==> config.mk <==
export PLATFORM = sky130hd
export DESIGN_NAME = mbox_rx_queue
export DESIGN_NICKNAME = d
export VERILOG_FILES = /design/src/rtl/mbox_rx_queue.sv
export SDC_FILE = /design/constraint.sdc
export NUM_CORES = 1
export LEC_CHECK = 0
export ABC_AREA = 1
export BUFFER_PORTS_ARGS = -buffer_cell sky130_fd_sc_hd__buf_2
export CAP_MARGIN = 20
export CORE_UTILIZATION = 60
export CTS_CLUSTER_SIZE = 40
export DETAILED_ROUTE_END_ITERATION = 8
export HOLD_SLACK_MARGIN = 0.02
export PLACE_DENSITY = 0.79
export SLEW_MARGIN = 15
export SYNTH_ARGS = -nofsm -noshare
export SYNTH_HDL_FRONTEND = slang
export SYNTH_SLANG_ARGS = --single-unit
==> constraint.sdc <==
create_clock -name clk -period 5.46 [get_ports clk]
set_clock_uncertainty 0.15 [all_clocks]
set_input_delay 0.273 -clock clk [delete_from_list [all_inputs] [get_ports clk]]
set_output_delay 0.273 -clock clk [all_outputs]
set_load 0.005 [all_outputs]
==> src/rtl/mbox_rx_queue.sv <==
module mbox_rx_queue #(
  parameter int DEPTH = 8
) (
  input  logic        clk,
  input  logic        rst_n,
  input  logic        push_valid,
  input  logic [63:0] push_data,
  input  logic [2:0]  push_chan,
  input  logic        reg_wr,
  input  logic [5:0]  reg_addr,
  input  logic [31:0] reg_wdata,
  output logic [31:0] reg_rdata,
  output logic        irq
);
  localparam int AW = $clog2(DEPTH);

  logic [66:0]   mem [DEPTH];
  logic [AW-1:0] wr_pos, rd_pos;
  logic          full, pend;
  logic [4:0]    mask;

  wire empty   = (wr_pos == rd_pos) && !full;
  wire push_ok = push_valid && !full;
  wire pop     = reg_wr && reg_addr == 6'h0C && reg_wdata[0] && !empty;
  wire q_rst   = reg_wr && reg_addr == 6'h10 && reg_wdata == 32'd0;
  wire clr     = reg_wr && reg_addr == 6'h18 && reg_wdata[0];
  wire [AW-1:0] wr_nxt = wr_pos + 1'b1;
  wire [66:0]   head   = mem[rd_pos];

  always_ff @(posedge clk) begin
    if (push_ok) mem[wr_pos] <= {push_chan, push_data};
  end

  always_ff @(posedge clk or negedge rst_n) begin
    if (!rst_n) begin
      wr_pos <= '0;
      rd_pos <= '0;
      full   <= 1'b0;
    end else if (q_rst) begin
      wr_pos <= '0;
      rd_pos <= '0;
      full   <= 1'b0;
    end else begin
      if (push_ok) wr_pos <= wr_nxt;
      if (pop)     rd_pos <= rd_pos + 1'b1;
      if (push_ok && !pop && wr_nxt == rd_pos) full <= 1'b1;
      else if (pop && !push_ok)                full <= 1'b0;
    end
  end

  always_ff @(posedge clk or negedge rst_n) begin
    if (!rst_n) begin
      pend <= 1'b0;
      mask <= 5'h1F;
    end else begin
      pend <= clr ? 1'b0 : (pend | !empty);
      if (reg_wr && reg_addr == 6'h1C) mask <= reg_wdata[4:0];
    end
  end

  assign irq = pend && !mask[0];

  always_comb begin
    case (reg_addr)
      6'h00:   reg_rdata = {29'd0, head[66:64]};
      6'h04:   reg_rdata = head[31:0];
      6'h08:   reg_rdata = head[63:32];
      6'h14:   reg_rdata = {8'(rd_pos), 8'(wr_pos), 15'd0, full};
      6'h18:   reg_rdata = {31'd0, pend};
      6'h1C:   reg_rdata = {27'd0, mask};
      6'h24:   reg_rdata = 32'(DEPTH - 1);
      default: reg_rdata = 32'd0;
    endcase
  end
endmodule

Word-level counts from Yosys, hierarchy flattened
Memories as Yosys holds them, arrays and structs flattened.
Index checks and enable logic that the tools add are counted.
- output and inout bits: 33
- register bits: 13
- memory bits (writable): 536
- bits of input ports: 109
- logic and storage cells: 54
- memories: 1
- bitwise logic cells: 1
- add/sub/neg operators: 2
- mux-type cells: 11
- eq/ne operators: 10
- reduce and logical (&&, ||, !) cells: 24
- memory list (name ; words ; bits a word ; rd ports ; clocked after Yosys merged registers in ; write ports ; line ; RTL):
    mem ; 8 ; 67 ; 1 ; 0 ; 1 ; 17 ; logic [66:0] mem [DEPTH];
- operator list (kind ; number):
    $pmux W32 S7 ; 1
    $logic_not A32 Y1 ; 1
    $eq A6 B5 Y1 const B ; 4
    $logic_and A1 B1 Y1 ; 14
    $eq A6 B4 Y1 const B ; 2
    $mux W3 ; 4
    $add A3 B1 Y3 const B ; 2
    $eq A3 B3 Y1 ; 2
    $eq A6 B3 Y1 const B ; 1
    $eq A6 B6 Y1 const B ; 1
    $logic_not A6 Y1 ; 1
    $mux W1 ; 6
    $logic_not A1 Y1 ; 5
    $reduce_bool A2 Y1 ; 2
    $reduce_bool A3 Y1 ; 1
    $or A1 B1 Y1 ; 1

Logic depth before layout (Yosys ltp)
- depth in word-level cells: 9
- mapped depth: 11
- gate-level depth less buffers: 9

Worst setup path after synthesis
No wires, ideal clock.
- path kind: register to register
- from: register full
- to: memory mem[1][0] (enable)
- data arrival time: 3.663 ns
- required time: 4.817 ns
- buffers on the path: 0
- period minus slack after synthesis: 4.306 ns
- cell stages (with the launch flop): 4
- slack: 1.154 ns
- library setup time: 0.493 ns
- cell sequence: dfrtp_1 nor2_1 nand2_1 nor2_1
- cells in the longest elaborated chain, start to end: 4
- ends and longest elaborated chain (element ; line ; RTL):
    start: declaration ; 19 ; logic full, pend;
    start signal: assignment ; 38 ; full <= 1'b0;
    start signal: assignment ; 42 ; full <= 1'b0;
    start signal: assignment ; 46 ; if (push_ok && !pop && wr_nxt == rd_pos) full <= 1'b1;
    $logic_not A1 Y1 ; 23 ; wire push_ok = push_valid && !full;
    $logic_and A1 B1 Y1 ; 23 ;
    $mux W1 ; 31 ; if (push_ok) mem[wr_pos] <= {push_chan, push_data};
    $mux W1 (not written as such) ; 31 ;
    end: declaration ; 17 ;
Every way passes these cells.

Worst setup path after layout
- from: register rd_pos[0]
- to: output reg_rdata[21]
- cells in the longest elaborated chain, start to end: 2
- ends and longest elaborated chain (element ; line ; RTL):
    start: declaration ; 18 ; logic [AW-1:0] wr_pos, rd_pos;
    start signal: assignment ; 45 ; if (pop) rd_pos <= rd_pos + 1'b1;
    $mem_v2 Z8 W67 ; n/a ;
    $pmux W32 S7 ; 64 ; case (reg_addr)
    end: declaration ; 12 ; output logic [31:0] reg_rdata,
Every way passes these cells.

==> metrics.md <==
| Metric | Value |
|---|---|
| Drt wl/cell | `20.2 um` |
| Largest net degree at the start of global routing | `245` |
| Vias in the first global route | `15,200` |
| CTS root buf | `clkbuf_16` |
| Die ar. | `between 30,000 and 40,000 sq um` |
| Pleak | `roughly 9.3 nW` |
| Hold Crit Class | `input pin to register` |
| Post-CTS setup buffer count | `0` |
| I/O Pins | `142` |
| Least-Margin Pin Slew | `1.09 ns` |
| Layout cells sized above 1 | `around an eighth` |
| Core area | `36,900 sq um` |
| CTS sink count | `549` |
| Die Wd | `196 um` |
| Commonest non-fill, non-tap cell in the layout | `edfxtp_1` |
| H-tree depth | `2` |
| Share of the synthesized area in the top cell type | `71.2%` |
| Hold Fails Final Rpt | `0` |
| Sequential share of the synthesized area | `72.7%` |
| PortBufs | `~140` |
| Final period util | `70.8%` |
| Antenna-violating nets left | `0` |
| Routability cong. | `0.850` |
| Clk Latency, worst-skew pair | `between 0.5 and 0.6 ns` |
| Max Cap Violations | `0` |
| CP cell instances | `inv_6, buf_12, nor2_1, o211ai_1, nand3_1, nand2_1, buf_2` |
| Worst Path Max Fanout | `roughly 140` |
| Worst Setup End Kind | `output pin` |
| All-Layer GR Usage | `27.9%` |
| DRC violations left | `0` |
| Detailed Place HPWL | `27.1 mm` |
| Setup_tns | `0 ns` |
| Die height | `196 um` |
| Min Tclk post-route | `3.87 ns` |
| Maximum vdd drop | `0.416 mV` |
| Most frequent cells in the layout | `edfxtp_1 (536), nor2_1 (409), nand2_1 (205), nand3_1 (163), o21ai_0 (145)` |
| Synthesized cell area | `22,600 sq um` |
| Area grow syn2layout | `16.0%` |
| Largest area contributor in the netlist | `edfxtp_1` |
| Status | `finished, final reports clean` |
| YS warnings | `0` |
| Rows | `70` |
| CTS buffer count | `between 50 and 60` |
| RSZ-0062 raised after global routing | `false` |
| Fin. max-slew vios | `0` |
| Synth Instances | `roughly 1,900` |
| Critical path class | `register to output pin` |
| Starting DRT DRC Count | `1,420` |
| Data arrival, critical path | `3.44 ns` |
| Clk buf depth | `3` |
| Main area contributors after synthesis | `edfxtp_1 (71%), nor2_1 (6.9%), nand3_1 (3.6%)` |
| Setup violations, final | `0` |
| Crit-path max cell delay | `0.69 ns` |
| Required @ worst endpoint | `~5.0 ns` |
| R2R Setup Slk | `approximately 2.1 ns` |
| Power Dens Cells | `398 nW/um^2` |
| Nets | `2,193` |
| Non-Filler Instances | `2,630` |
| Filler Cell Count | `approximately 2,400` |
| DR vias/cell | `5.84` |
| Drt first pass iters | `6` |
| Syn Area/Cell | `12.0 sq um` |
| Total gr overflow | `0` |
| Initial Utilization | `between 60% and 70%` |
| Global-route wire length before repair | `a little over 80 mm` |
| Placed instance count | `between 2,000 and 2,500` |
| CP startpoint kind | `register` |
| Synth Net Count | `1,998` |
| DR vias | `15,400` |
| Synthesized flop and latch total | `549` |
| Initial antenna violation count | `4` |
| Post-Route WL | `53.1 mm` |
| Slowest cell on the critical path | `inv_6` |
| Clock slew at reported path FFs | `~0.060 ns` |
| Post-synth cell types | `27` |
| Max transition margin | `27.0%` |
| Fmax | `about 260 MHz` |
| CTS tree | `yes` |
through the flow:
stage / hold slack [ns] / util (%) / cell area, sq um / worst slack, ns / power, mW
2_1_floorplan: -0.173 / - / 22600 / 1.15 / 6.46
3_3_place_gp: 0.0317 / 64.0 / 23600 / 2.35 / 6.83
3_5_place_dp: 0.0304 / 64.0 / 23600 / 2.28 / 6.90
4_1_cts: 0.0429 / 71.1 / 26200 / 1.64 / 10.5
5_1_grt: 0.105 / 71.1 / 26200 / 1.47 / 10.8
6_report: 0.0753 / 71.1 / 26200 / 1.59 / 10.4
worst max-delay path, delay by kind of cell (launching register included):
family	cells	cell delay (ns)
AOI/OAI and AO/OA	1	0.23
buffers and inverters	3	1.39
DFF	1	0.67
and+or+nand+nor	3	0.41
cell type report:
cell class	instances	area (sq um)	share of cell area, %
Clock inverter	24	249	0.950
Timing Repair Buffer	252	1870	7.15
Antenna cell	3	7.51	0.0286
Clock buffer	71	1440	5.47
Inverter	100	380	1.45
Multi-Input combinational cell	1127	5210	19.9
Sequential cell	549	16400	62.7
Tap cell	504	631	2.41
synth_stat cells:
| cell type | number |
|---|---|
| dfrtp_1 | 8 |
| nand3_1 | 163 |
| o21ai_0 | 145 |
| nand2_1 | 205 |
| nand4_1 | 3 |
| inv_1 | 96 |
| nor2_1 | 417 |
| buf_6 | 24 |
| buf_4 | 10 |
| dfstp_2 | 5 |
| xor2_1 | 1 |
| inv_2 | 2 |
| edfxtp_1 | 536 |
| nor3_1 | 1 |
| clkbuf_1 | 47 |
| nand2_2 | 2 |
| xnor2_1 | 2 |
| o21ai_1 | 80 |
| ha_1 | 2 |
| nor2_2 | 2 |
| buf_2 | 22 |
| a21oi_1 | 10 |
| o211ai_1 | 92 |
| clkinv_1 | 2 |
| nand3b_1 | 1 |
| nor3_2 | 1 |
| buf_1 | 8 |
what timing repair did:
item,CTS,global route
endpoints found under the hold margin,559,0
gates resized for setup,0,0
hold buffers,94,0
cells by family (layout without fill, tap and decap cells):
group           count (synthesis)  count (layout)  share of synthesized area, %
fa+ha+maj                       2               2                         0.111
flops                         549             549                          72.7
simple gates                  795             795                          14.2
xor+xnor                        3               3                         0.116
buf+inv                       211             447                          4.59
compound gates                327             327                          8.26
other cells                     0               3                             0
power breakdown:
| group | total [mW] | switching [mW] | internal (mW) | leakage, nW |
|---|---|---|---|---|
| Combinational | 1.58 | 1.10 | 0.474 | 3.47 |
| Clock | 3.54 | 1.47 | 2.07 | 0.831 |
| Sequential | 5.33 | 0.174 | 5.16 | 4.99 |
| Total | 10.4 | 2.75 | 7.70 | 9.29 |
flip-flops by register name, indices dropped and copies added, names as in the netlist:
name	flops
wr_pos	3
rd_pos	3
pend	1
mem	536
full	1
mask	5
worst paths after layout:
| kind | depth (start not counted) | end | from |
|---|---|---|---|
| setup / recovery | 7 | reg_rdata[21] | rd_pos[0] |
| hold / removal | 7 | wr_pos[2] | reg_wdata[29] |
| setup reg to reg | 9 | rd_pos[1] | rd_pos[1] |
| hold reg to reg | 2 | pend | pend |
| max in group asynchronous | 3 | rd_pos[0] | rst_n |
| min in group asynchronous | 2 | mask[0] | rst_n |
per-layer routing:
metal,wire length (um),global-route usage (%)
met5,55,0
met4,1220,8.94
met1,20400,36.0
met3,4660,4.42
met2,26700,48.6
(Power assumes the default switching activity.)
